[src/rtl/pwm_burst_pkg.sv]
package pwm_burst_pkg;
  localparam int CODE_W      = 8;
  localparam int DATA_W      = 16;
  localparam int OP_HI_BASE  = 'h10;
  localparam int OP_LO_BASE  = 'h11;
  localparam int OP_CNT_BASE = 'h14;
  localparam int OP_MASK     = 'h1f;

  typedef enum logic {PH_LOW = 1'b0, PH_HIGH = 1'b1} phase_e;
endpackage

[src/rtl/pwm_tick_gen.sv]
module pwm_tick_gen #(
  parameter int TICK_DIV = 12500
) (
  input  logic clk,
  input  logic rst_n,
  output logic tick
);
  localparam int PW = (TICK_DIV > 1) ? $clog2(TICK_DIV) : 1;
  localparam logic [PW-1:0] LAST = PW'(TICK_DIV - 1);

  logic [PW-1:0] div_cnt;

  assign tick = (div_cnt == LAST);

  always_ff @(posedge clk or negedge rst_n) begin
    if (!rst_n)    div_cnt <= '0;
    else if (tick) div_cnt <= '0;
    else           div_cnt <= div_cnt + 1'b1;
  end
endmodule

[src/rtl/pwm_cfg_regs.sv]
module pwm_cfg_regs
  import pwm_burst_pkg::*;
#(
  parameter int NUM_CH = 2
) (
  input  logic                           clk,
  input  logic                           rst_n,
  input  logic                           wr_en,
  input  logic [CODE_W-1:0]              wr_code,
  input  logic [DATA_W-1:0]              wr_data,
  input  logic [NUM_CH-1:0]              burst_done,
  output logic [NUM_CH-1:0][DATA_W-1:0]  hi_len,
  output logic [NUM_CH-1:0][DATA_W-1:0]  lo_len,
  output logic [NUM_CH-1:0][DATA_W-1:0]  burst_len,
  output logic [NUM_CH-1:0]              en_mask
);
  localparam logic [DATA_W-1:0] ONE_TICK = DATA_W'(1);

  logic [DATA_W-1:0] len_val;
  logic              mask_hit;

  // zero durations are not allowed: store the minimum instead
  assign len_val  = (wr_data == '0) ? ONE_TICK : wr_data;
  assign mask_hit = wr_en && (wr_code == CODE_W'(OP_MASK));

  for (genvar i = 0; i < NUM_CH; i++) begin : g_ch
    logic hi_hit, lo_hit, cnt_hit;
    assign hi_hit  = wr_en && (wr_code == CODE_W'(OP_HI_BASE + 2 * i));
    assign lo_hit  = wr_en && (wr_code == CODE_W'(OP_LO_BASE + 2 * i));
    assign cnt_hit = wr_en && (wr_code == CODE_W'(OP_CNT_BASE + i));

    always_ff @(posedge clk or negedge rst_n) begin
      if (!rst_n) begin
        hi_len[i]    <= ONE_TICK;
        lo_len[i]    <= ONE_TICK;
        burst_len[i] <= '0;
      end else begin
        if (hi_hit)  hi_len[i]    <= len_val;
        if (lo_hit)  lo_len[i]    <= len_val;
        if (cnt_hit) burst_len[i] <= wr_data;
      end
    end
  end

  // an explicit mask write takes precedence over burst completion
  always_ff @(posedge clk or negedge rst_n) begin
    if (!rst_n)        en_mask <= '0;
    else if (mask_hit) en_mask <= wr_data[NUM_CH-1:0];
    else               en_mask <= en_mask & ~burst_done;
  end
endmodule

[src/rtl/pwm_chan_core.sv]
module pwm_chan_core
  import pwm_burst_pkg::*;
(
  input  logic              clk,
  input  logic              rst_n,
  input  logic              enable,
  input  logic              tick,
  input  logic [DATA_W-1:0] hi_len,
  input  logic [DATA_W-1:0] lo_len,
  input  logic [DATA_W-1:0] burst_len,
  output logic              pwm,
  output logic              done
);
  phase_e            phase;
  logic [DATA_W-1:0] elapsed;
  logic [DATA_W-1:0] periods;
  logic [DATA_W:0]   elapsed_nx;
  logic [DATA_W:0]   periods_nx;
  logic              hi_end, lo_end, last_period;

  assign elapsed_nx  = {1'b0, elapsed} + 1'b1;
  assign periods_nx  = {1'b0, periods} + 1'b1;
  // >= so that a shortened duration or burst ends on the next tick
  assign hi_end      = elapsed_nx >= {1'b0, hi_len};
  assign lo_end      = elapsed_nx >= {1'b0, lo_len};
  assign last_period = (burst_len != '0) && (periods_nx >= {1'b0, burst_len});

  assign done = enable && tick && (phase == PH_LOW) && lo_end && last_period;
  assign pwm  = enable && (phase == PH_HIGH);

  always_ff @(posedge clk or negedge rst_n) begin
    if (!rst_n) begin
      phase   <= PH_HIGH;
      elapsed <= '0;
      periods <= '0;
    end else if (!enable) begin
      phase   <= PH_HIGH;
      elapsed <= '0;
      periods <= '0;
    end else if (tick) begin
      if (phase == PH_HIGH) begin
        if (hi_end) begin
          phase   <= PH_LOW;
          elapsed <= '0;
        end else begin
          elapsed <= elapsed_nx[DATA_W-1:0];
        end
      end else if (lo_end) begin
        phase   <= PH_HIGH;
        elapsed <= '0;
        periods <= last_period ? '0 : periods_nx[DATA_W-1:0];
      end else begin
        elapsed <= elapsed_nx[DATA_W-1:0];
      end
    end
  end
endmodule

[src/rtl/pwm_burst_gen.sv]
module pwm_burst_gen
  import pwm_burst_pkg::*;
#(
  parameter int NUM_CH   = 2,
  parameter int TICK_DIV = 12500
) (
  input  logic              clk,
  input  logic              rst_n,
  input  logic              cmd_valid,
  output logic              cmd_ready,
  input  logic [7:0]        cmd_code,
  input  logic [15:0]       cmd_data,
  output logic [NUM_CH-1:0] pwm_out,
  output logic [NUM_CH-1:0] run_mask
);
  logic                          tick;
  logic                          take;
  logic [NUM_CH-1:0][DATA_W-1:0] hi_len, lo_len, burst_len;
  logic [NUM_CH-1:0]             en_mask;
  logic [NUM_CH-1:0]             burst_done;

  assign cmd_ready = rst_n;
  assign take      = cmd_valid && cmd_ready;
  assign run_mask  = en_mask;

  pwm_tick_gen #(.TICK_DIV(TICK_DIV)) u_tick (
    .clk   (clk),
    .rst_n (rst_n),
    .tick  (tick)
  );

  pwm_cfg_regs #(.NUM_CH(NUM_CH)) u_cfg (
    .clk        (clk),
    .rst_n      (rst_n),
    .wr_en      (take),
    .wr_code    (cmd_code),
    .wr_data    (cmd_data),
    .burst_done (burst_done),
    .hi_len     (hi_len),
    .lo_len     (lo_len),
    .burst_len  (burst_len),
    .en_mask    (en_mask)
  );

  for (genvar i = 0; i < NUM_CH; i++) begin : g_chan
    pwm_chan_core u_core (
      .clk       (clk),
      .rst_n     (rst_n),
      .enable    (en_mask[i]),
      .tick      (tick),
      .hi_len    (hi_len[i]),
      .lo_len    (lo_len[i]),
      .burst_len (burst_len[i]),
      .pwm       (pwm_out[i]),
      .done      (burst_done[i])
    );
  end
endmodule

[config.mk]
export PLATFORM = sky130hd
export DESIGN_NAME = pwm_burst_gen
export DESIGN_NICKNAME = d
export VERILOG_FILES = /design/src/rtl/pwm_burst_pkg.sv /design/src/rtl/pwm_tick_gen.sv /design/src/rtl/pwm_cfg_regs.sv /design/src/rtl/pwm_chan_core.sv /design/src/rtl/pwm_burst_gen.sv
export SDC_FILE = /design/constraint.sdc
export NUM_CORES = 1
export LEC_CHECK = 0
export ABC_AREA = 1
export ABC_CLOCK_PERIOD_IN_PS = 3580
export BUFFER_PORTS_ARGS = -buffer_cell sky130_fd_sc_hd__buf_2
export CORE_ASPECT_RATIO = 1.1
export CORE_MARGIN = 4
export CORE_UTILIZATION = 41
export DETAILED_ROUTE_END_ITERATION = 16
export SKIP_LAST_GASP = 1
export SLEW_MARGIN = 20
export SYNTH_ARGS = -nofsm -noshare
export SYNTH_HDL_FRONTEND = slang
export SYNTH_SLANG_ARGS = --single-unit
[constraint.sdc]
create_clock -name clk -period 3.58 [get_ports clk]
set_input_delay 0.716 -clock clk [delete_from_list [all_inputs] [get_ports clk]]
set_output_delay 0.716 -clock clk [all_outputs]
set_load 0.02 [all_outputs]
==> results of run 1 <==
## worst max-delay path by stage
stage,start,endpoint,slack (ps),cells after the start
global route,g_chan[1].u_core.periods[0],g_chan[1].u_core.periods[6],10,20
finish,g_chan[0].u_core.elapsed[0],g_chan[0].u_core.periods[1],310,20
CTS,g_chan[0].u_core.elapsed[0],g_chan[0].u_core.elapsed[5],130,18
floorplan,g_chan[0].u_core.elapsed[0],g_chan[0].u_core.periods[5],570,20
global placement,g_chan[0].u_core.elapsed[0],g_chan[0].u_core.phase,280,19
detailed placement,g_chan[0].u_core.elapsed[0],g_chan[0].u_core.elapsed[5],160,18
## sequential cells by signal (all words and copies together), names as in the netlist
| signal | cells |
|---|---|
| u_tick.div_cnt | 14 |
| u_cfg.hi_len | 32 |
| g_chan.u_core.elapsed | 32 |
| u_cfg.burst_len | 32 |
| u_cfg.en_mask | 2 |
| g_chan.u_core.phase | 2 |
| u_cfg.lo_len | 32 |
| g_chan.u_core.periods | 32 |
## power by group through the flow
| stage | logic (µW) | registers, µW | clock network (µW) |
|---|---|---|---|
| after floorplan | 220 | 2100 | 0 |
| after detailed placement | 348 | 2110 | 0 |
| after global placement | 344 | 2110 | 0 |
| after CTS | 351 | 2070 | 2040 |
| final | 348 | 2070 | 2010 |
| after global routing | 399 | 2080 | 2130 |
## area by class of cell
cell class / count / area (µm²) / area share (%)
clock buffers: 17 / 425 / 3.41
clock inverters: 15 / 195 / 1.57
repair buffers: 47 / 282 / 2.26
flip-flops and latches: 178 / 4460 / 35.8
inverters: 238 / 901 / 7.23
well taps: 357 / 447 / 3.58
multi-input cells: 1019 / 5750 / 46.1
## cell families after synthesis
logic type	after synthesis	synth area share (%)
flops	178	39.5
simple gates	692	27.3
xor+xnor	49	3.86
compound gates	177	8.21
fa+ha+maj	101	11.2
buf+inv	279	9.98
## critical path, stage by stage (launching register included)
cell and delay (ps):
dfrtp_2 430, ha_1 210, nand3_2 150, nor3_4 160
nand2_1 100, or3_1 330, xor2_1 190, inv_1 90
ha_1 300, nand2_1 130, nor2_1 60, and2_1 130
nand2_1 70, nand3_1 80, nor2_2 120, nand3_2 110
nand2_2 90, nand2_4 150, inv_8 190, nand2_1 70
nand2_1 60
## metal layers
layer  global-route usage, %  vias up
li1                        -     4773
met1                    25.0     4402
met2                    30.7      139
met3                    3.08       22
met4                    3.83        0
met5                       0        -
## cell usage after synthesis, types with 4 or more instances
cell	n	share of area [%]
o21ai_0	106	4.7
inv_2	4	0.13
ha_1	101	11
o21bai_1	4	0.27
nor3_1	17	0.75
dfrtp_1	172	38
buf_2	7	0.31
nor2_2	7	0.39
nand2_1	410	14
dfstp_2	6	1.4
nor3_2	4	0.35
nor4_1	16	0.89
inv_1	233	7.7
nand3_1	51	2.3
xor2_1	40	3.1
clkbuf_1	18	0.60
o21ai_1	9	0.40
xnor2_1	8	0.62
a21oi_1	44	1.9
or2_2	4	0.22
nand4_1	57	3.2
nand3_2	8	0.71
nor2_1	96	3.2
buf_4	10	0.66
nand2_2	6	0.33
## cell usage in the layout, fill, tap and decap left out, types with 7 or more instances in the layout
master and instances:
a21oi_1 43, buf_2 30, buf_4 16, clkbuf_16 17, dfrtp_1 171, ha_1 101
inv_1 233, nand2_1 409, nand2_2 7, nand3_1 51, nand3_2 8, nand4_1 57
nor2_1 95, nor2_2 8, nor3_1 15, nor4_1 15, o21ai_0 106, o21ai_1 9
xnor2_1 8, xor2_1 40
## through the flow
stage                     setup WS [ps]  power [µW]  utilization, %  hold WS [ps]  cells
after global routing               13.2        4600            46.1           118   1871
final                               306        4430            46.1           113   1871
after global placement              278        2460            43.7           456   1838
after floorplan                     573        2320               -           420   1476
after detailed placement            162        2460            43.7           465   1838
after CTS                           132        4460            46.0           107   1870
## timing repair
item | 4_1_cts | 5_1_grt
setup buffers | 0 | 1
endpoints found under the setup margin | 0 | 65
gates resized for setup | 0 | 8
==> reports/qor.yml, run 1 <==
critical_path:
  ff2ff_path_depth: 20
  startpoint_type: "flop"
  reg2reg_to: "g_chan[0].u_core.periods[1]"
  end_kind: "flop"
  worst-path-max-fanout: 18
  arrival_ps: 3650
  r2r_start: "g_chan[0].u_core.elapsed[0]"
  cp.required_ps: 3960
  path_class: "reg -> reg"
  r2r_slack_ps: 310
die:
  die_w_um: 166
  num_rows: 63
  coreArea_um2: 27000
  fp.dieH_um: 182
  dieArea_um2: 30300
  pin_count: 32
  start_util_pct: 41.8
logic_synthesis:
  avgSynthCellArea_um2: 7.66
  ys_ff_latch: 178
  synth_cell_types: 48
  yosysWarningCount: 0
  syn_inst: 1476
  syn-num-nets: 1604
  synthFlopType: "dfrtp_1"
  synth_edf_count: 0
  syn_area_um2: 11300
  synthArstFlopShare_pct: 100
  ys_seq_area_share_pct: 39.5
power_and_ir_drop:
  p_leak_uw: 0.00650
  p_seq_share_pct: 46.8
  clkPwrFrac_pct: 45.3
  switchingPower_uw: 1160
  power_frac_comb_pct: 7.8
  p_int_uw: 3260
  ir_drop_v: 0.000265
  sw_frac_of_total_pct: 26.3
  powerDensity_nw_per_um2: 355
routing:
  vias: 9336
  wl_per_cell_um: 14.5
  wl_met3_um: 940
  drtIter0Drc: 639
  met2_length_um: 13000
  drc: 0
  antenna_left: 0
  firstDrtPassIters: 5
  routed.top_layer: "met4"
  vias_per_cell: 4.99
  wirelength_um: 27200
  m1WireLength_um: 13000
clock_tree:
  clk_pin_slew_ps: 80
  htreeDepth: 4
  clock_latency_ps: 440
  ctsHoldBuffers: 0
  ctsRootBufferMaster: "clkbuf_16"
  cts_buffers: 17
  cts_tree: "built"
  clockBufferDepth: 2
  clock-sinks: 178
sta:
  hold_viol_final: 0
  finClkSkew_ps: 12.0
  max_freq_mhz: 305
  timing.slew.headroom_pct: 34.6
  tightest_slew_ps: 979
  post-route-period-util_pct: 91.5
  rsz0062_at_grt: "false"
  tns_ps: 0
  setup_viol: 0
  finalCriticalPeriod_ps: 3270
  drv_slew: 0
placed_design:
  io_buffers: 31
  gp_congestion: 0.821
  post-dp-hpwl_um: 19900
  place_area_um2: 11800
global_routing:
  grt_usage_pct: 18.3
  antenna_found_initial: 0
  grt_pass1_vias: 8994
  grt_overflow: 0
  grt_pass1_wl_um: 45400
  grt_max_degree: 67
job:
  maxCapViolCount: 0
finish:
  final_nets: 1629
  area_delta_synth_final_pct: 10.2
  fill_cells: 2716
  drive_gt1_share_pct: 8.98
  antenna_cells: 0
  design_area_um2: 12500
run_status:
  status: "complete, no violations"
hold_path:
  hold_path_class: "in -> async"
No activity file was read; power rests on OpenSTA's default activity.
==> run 2, diff against run 1 <==
- ABC_AREA: 1 -> not set
- RECOVER_POWER: not set -> 25
- SLEW_MARGIN: 20 -> 15
==> reports/qor.yml, run 2 <==
run_status:
  status: "complete, but fails checks"
  violations: "max-capacitance violations, max-slew violations"
clock_tree:
  cts_buffers: 17  # unchanged
  htreeDepth: 4  # unchanged
  clock_latency_ps: 450  # about the same
  ctsHoldBuffers: 0  # unchanged
  clk_pin_slew_ps: 70  # about the same
  clockBufferDepth: 2  # unchanged
  ctsRootBufferMaster: "clkbuf_16"
  clock-sinks: 178  # unchanged
  cts_tree: "built"
logic_synthesis:
  ys_ff_latch: 178  # unchanged
  synthFlopType: "dfrtp_1"
  yosysWarningCount: 0  # unchanged
  synth_top_family_by_area: "simple AND/OR/NAND/NOR gates"
  synth_compound_area_share_pct: 11.3  # +3.1 points
  synth_cell_types: 73  # +52%
  synth_edf_count: 0  # unchanged
  avgSynthCellArea_um2: 9.74  # +27%
  synthArstFlopShare_pct: 100  # unchanged
  synth_most_common_cell: "dfrtp_1"
  synth-xor-area-share_pct: 4.88  # +1.0 points
  ys_seq_area_share_pct: 41.4  # +1.9 points
  synth-simple-area-share_pct: 17.5  # -9.8 points
  synthMuxAreaShare_pct: 7.63  # +7.6 points
  synthTopCellsByCount: "dfrtp_1, nand2_1, inv_1, ha_1, mux2_2"
  netlist_top_cells_area: "dfrtp_1, ha_1, mux2_2, nand2_1, inv_1"
  synthAdderAreaFrac_pct: 11.7  # +0.55 points
  syn_area_um2: 10800  # -4.7%
  yosysTopAreaCell: "dfrtp_1"
  syn_inst: 1106  # -25%
  syn-num-nets: 1234  # -23%
  synth_top_area_share_pct: 39.9  # +1.9 points
critical_path:
  crit_path_start: "g_chan[0].u_core.periods[1]"
  cp.required_ps: 3910  # -50 ps
  crit_chain: "nand3_1, nor2_1, and3_1, nand2_1, nor2_1, nor2b_1, or2_2, ha_1, nand2_1, buf_4, or4_1, a31o_2, nor3b_4, buf_4, buf_4, a22o_1"
  critPathMaxStageDelay_ps: 540  # +110 ps
  worst-path-max-fanout: 6  # -12
  path_class: "reg -> reg"
  critPathSlowestCell: "or4_1"
  arrival_ps: 3750  # +100 ps
  startpoint_type: "flop"
  r2r_start: "g_chan[0].u_core.periods[1]"
  end_kind: "flop"
  crit_top_cell: "buf_4"
  path_buf_inv: 3  # +1
  critPathTopFamily: "simple AND/OR/NAND/NOR gates"
finish:
  multi_input_area_um2: 5880  # +2.3%
  drive_gt1_share_pct: 23.5  # +14 points
  instances_no_fill: 1564  # -16%
  final-seq-area_um2: 4460  # about the same
  area_delta_synth_final_pct: 17.0
  final_cell_mix: "dfrtp_1, nand2_1, inv_1"
  layout_commonest_cell: "dfrtp_1"
  design_area_um2: 12600  # +1.2%
  antenna_cells: 0  # unchanged
  fill_cells: 2401  # -12%
  final_nets: 1333  # -18%
global_routing:
  grt_max_degree: 120  # +79%
  grt_overflow: 0  # unchanged
  use_met2_pct: 29.9  # -0.82 points
  grt_pass1_wl_um: 42300  # -7.0%
  grt_usage_pct: 18.3  # about the same
  use_met3_pct: 2.87  # -0.21 points
  busiest_layer: "met2"
  grt_pass1_vias: 8116  # -9.8%
  antenna_found_initial: 0  # unchanged
  use_met1_pct: 25.5  # +0.53 points
power_and_ir_drop:
  ir_drop_v: 0.000295  # +11%
  p_leak_uw: 0.00620  # -4.8%
  powerDensity_nw_per_um2: 345  # -2.8%
sta:
  rsz0062_at_grt: "true"
  setup_viol: 0  # unchanged
  finClkSkew_ps: 16.0  # +4.04 ps
  drv_slew: 28  # +28
  tightest_slew_ps: 1710  # +731 ps
  max_freq_mhz: 293  # -4.2%
  finalCriticalPeriod_ps: 3420  # +142 ps
  timing.slew.headroom_pct: -14.0  # -49 points
  setup_slack_ps: 164  # -142 ps
  hold_viol_final: 0  # unchanged
  post-route-period-util_pct: 95.4  # +4.0 points
die:
  pin_count: 32  # unchanged
  die_w_um: 163  # -2.3%
  coreArea_um2: 25600  # -5.4%
  start_util_pct: 42.1  # +0.33 points
  dieArea_um2: 28900  # -4.5%
  fp.dieH_um: 178  # -2.3%
  num_rows: 61  # -3.2%
hold_path:
  hold_path_class: "reg -> reg"
  min_from: "g_chan[1].u_core.elapsed[5]"
routing:
  drc: 0  # unchanged
  firstDrtPassIters: 5  # unchanged
  antenna_left: 0  # unchanged
  vias_per_cell: 5.25  # +5.2%
  wirelength_um: 25500  # -6.1%
  wl_per_cell_um: 16.3  # +12%
  drtIter0Drc: 428  # -33%
  vias: 8208  # -12%
placed_design:
  place_inst: 1517  # -17%
  place_ws_ps: -128  # -290 ps
  gp_congestion: 0.825  # +0.44%
  post-dp-hpwl_um: 18800  # -5.9%
  io_buffers: 31  # unchanged
  place_area_um2: 11700  # -0.73%
job:
  maxCapViolCount: 1  # +1
==> run 2: cell count changes after synthesis, sizes merged, moves of 27 or more <==
cell / delta
nand2: -289
o21ai: -59
xnor2: +31
mux2: +73
nor2: -63
nand4: -27
inv: -127
==> run 2: stage by stage <==
stage,power [µW],hold slack [ps],utilization [%],setup TNS [ps]
after floorplan,2310,420,-,0
after global placement,2470,452,45.8,-119
after detailed placement,2480,457,45.8,-1400
after CTS,4390,161,48.4,0
after global routing,4550,493,49.3,-90.0
final,4360,468,49.3,0
==> run 2: worst paths after layout <==
| kind | end | slack, ps | cells after the start |
|---|---|---|---|
| min in group asynchronous | g_chan[0].u_core.elapsed[15] | 710 | 1 |
| max | g_chan[0].u_core.periods[13] | 160 | 16 |
| min | g_chan[1].u_core.elapsed[5] | 470 | 2 |
| min reg2reg | g_chan[1].u_core.elapsed[5] | 470 | 2 |
| max reg2reg | g_chan[0].u_core.periods[13] | 160 | 16 |
| max in group asynchronous | u_cfg.burst_len[13] | 1190 | 2 |
==> run 2: kinds of logic (layout without fill, tap and decap cells) <==
logic type,count (synthesis),after routing
AND/OR/NAND/NOR,370,370
AO/OA/AOI/OAI,180,180
flip-flops,178,178
buffers and inverters,144,256
adder cells (fa/ha/maj),101,101
multiplexers,73,73
XOR/XNOR,60,60
==> run 2: where the power goes <==
part	internal, µW	total [µW]	leakage, µW	switching (µW)
Sequential	2050	2080	0.00236	28.5
Combinational	144	367	0.00354	222
Clock	997	1910	0.000291	910
Total	3200	4360	0.00620	1160
==> run 2: timing repair <==
action | CTS | global route
buffers inserted | 4 | 11
endpoints found under the setup margin | 30 | 65
hold endpoints to repair | 0 | 0
resized for setup | 3 | 35
pin swaps | 1 | 21
==> run 2: tightest hold or removal path: stages (launching register included) <==
cell and delay (ps):
dfrtp_1 340, nand2_1 50, nand2_1 50
==> run 2: layout make-up <==
cell class | instances | share of cell area [%]
well taps | 346 | 3.43
clock buffers | 17 | 3.37
clock inverters | 15 | 1.33
flip-flops and latches | 178 | 35.4
inverters | 111 | 3.30
multi-input cells | 784 | 46.6
repair buffers | 113 | 6.54
==> run 2: routing by layer <==
layer	part of all wire [%]	vias to the layer above
met4	1.2	0
met3	2.5	25
met2	48	101
met1	48	4002
met5	0	-
li1	-	4080
==> run 3, diff against run 2 <==
==> constraint.sdc (replaced) <==
create_clock -name clk -period 3.58 [get_ports clk]
set_input_delay 0.358 -clock clk [delete_from_list [all_inputs] [get_ports clk]]
set_output_delay 0.358 -clock clk [all_outputs]
set_load 0.02 [all_outputs]
==> reports/qor.yml, run 3 (synthesis results as in run 2) <==
sta:
  finClkSkew_ps: 12.3  # -3.72 ps
  max_freq_mhz: 295  # +0.62%
  timing.slew.headroom_pct: 28.2  # +42 points
  post-route-period-util_pct: 94.8  # -0.58 points
  tightest_slew_ps: 1070  # -637 ps
  drv_slew: 0  # -100%
  setup_viol: 0  # unchanged
  finalCriticalPeriod_ps: 3400  # -20.9 ps
  tns_ps: 0  # unchanged
  hold_viol_final: 0  # unchanged
  rsz0062_at_grt: "true"
critical_path:
  end_kind: "flop"
  startpoint_type: "flop"
  cp.required_ps: 3910  # about the same
  arrival_ps: 3720  # -30 ps
  critPathMaxStageDelay_ps: 420  # -120 ps
  crit_chain: "and3_2, and3_2, nand3_1, inv_1, and3_1, xor2_1, ha_1, nand2_1, nor2_1, o311ai_0, a31oi_1, o21ai_2, buf_4, nand3_1, o21bai_1, a21o_2"
  worst-path-max-fanout: 5  # -1
  path_class: "reg -> reg"
  critPathSlowestCell: "dfrtp_1"
routing:
  drtIter0Drc: 401  # -6.3%
  firstDrtPassIters: 5  # unchanged
  wirelength_um: 25000  # -2.0%
  drc: 0  # unchanged
  antenna_left: 0  # unchanged
  vias_per_cell: 5.22  # -0.63%
  wl_per_cell_um: 16.0  # -1.7%
  vias: 8125  # -1.0%
clock_tree:
  cts_tree: "built"
  cts_buffers: 17  # unchanged
  clock_latency_ps: 430  # -20 ps
  clock-sinks: 178  # unchanged
  clockBufferDepth: 2  # unchanged
  clk_pin_slew_ps: 70  # about the same
  ctsRootBufferMaster: "clkbuf_16"
  htreeDepth: 4  # unchanged
finish:
  area_delta_synth_final_pct: 15.3
  final_nets: 1327  # -0.45%
  antenna_cells: 0  # unchanged
  final_cell_mix: "dfrtp_1, nand2_1, inv_1"
  layout_commonest_cell: "dfrtp_1"
  drive_gt1_share_pct: 21.5  # -2.0 points
die:
  pin_count: 32  # unchanged
  die_w_um: 163  # unchanged
  num_rows: 61  # unchanged
  start_util_pct: 42.1  # unchanged
  coreArea_um2: 25600  # unchanged
  dieArea_um2: 28900  # unchanged
  fp.dieH_um: 178  # unchanged
power_and_ir_drop:
  p_total_uw: 4240  # -2.6%
  ir_drop_v: 0.000210  # -29%
  powerDensity_nw_per_um2: 341  # -1.2%
  p_leak_uw: 0.00613  # -1.1%
global_routing:
  grt_usage_pct: 18.0  # -0.23 points
  grt_overflow: 0  # unchanged
  grt_pass1_wl_um: 42000  # -0.59%
  grt_max_degree: 145  # +21%
  antenna_found_initial: 0  # unchanged
  grt_pass1_vias: 8169  # +0.65%
run_status:
  status: "complete, no violations"
hold_path:
  hold_path_class: "in -> reg"
placed_design:
  io_buffers: 31  # unchanged
  gp_congestion: 0.845  # +2.5%
  post-dp-hpwl_um: 18600  # -1.1%
job:
  maxCapViolCount: 0  # -1
run 3: area by class of cell:
cell class / count / area, µm²
clock buffers: 20 / 447
repair buffers: 106 / 763
clock inverters: 12 / 108
inverters: 111 / 417
multi-input cells: 785 / 5790
fillers: 2411 / 13100
flip-flops and latches: 178 / 4460
well taps: 346 / 433
run 3: worst paths after layout:
path	from	to	slack, ps	cells after the start
worst max-delay path	g_chan[1].u_core.periods[3]	g_chan[1].u_core.periods[2]	180	16
worst min-delay path	cmd_data[1]	u_cfg.lo_len[17]	230	3
worst max register to register	g_chan[1].u_core.periods[3]	g_chan[1].u_core.periods[2]	180	16
worst min register to register	g_chan[0].u_core.elapsed[14]	g_chan[0].u_core.elapsed[14]	470	2
max in group asynchronous	rst_n	g_chan[1].u_core.periods[0]	2080	3
min in group asynchronous	rst_n	g_chan[0].u_core.elapsed[14]	400	2
run 3: what timing repair did:
item	in CTS	in global routing
cloned	0	1
endpoints found under the setup margin	16	64
endpoints found under the hold margin	34	0
setup buffers	0	11
gates resized for setup	2	16
pin swaps	0	7
hold buffers	1	0
run 3: routing by layer:
layer  up-vias  part of all wire [%]  track usage (%)
met4         0                  0.96             3.81
met2        83                    48             30.1
met1      3951                    48             24.9
li1       4073                     -                -
met5         -                     0                0
met3        18                   2.2             2.91
run 3: report_power, final:
group	switching (µW)	internal, µW	leakage [µW]
logic	220	144	0.00350
clock network	814	980	0.000267
registers	29.8	2050	0.00236
run 3: through the flow:
step	util (%)	worst slack [ps]	std cells	cell area [µm²]	hold WS, ps
floorplan	-	257	1106	10800	62.4
global placement	45.7	-20.0	1513	11700	303
detailed placement	45.7	-85.4	1513	11700	300
CTS	48.0	3.01	1546	12300	202
global route	48.6	-14.0	1558	12400	232
finish	48.6	185	1558	12400	233
run 3: critical path, delay by kind of cell (launching register included):
family / cells / cell delay, ps
buf+inv: 2 / 240
flops: 1 / 420
fa+ha+maj: 1 / 280
compound gates: 5 / 830
simple gates: 7 / 1340
xor+xnor: 1 / 170
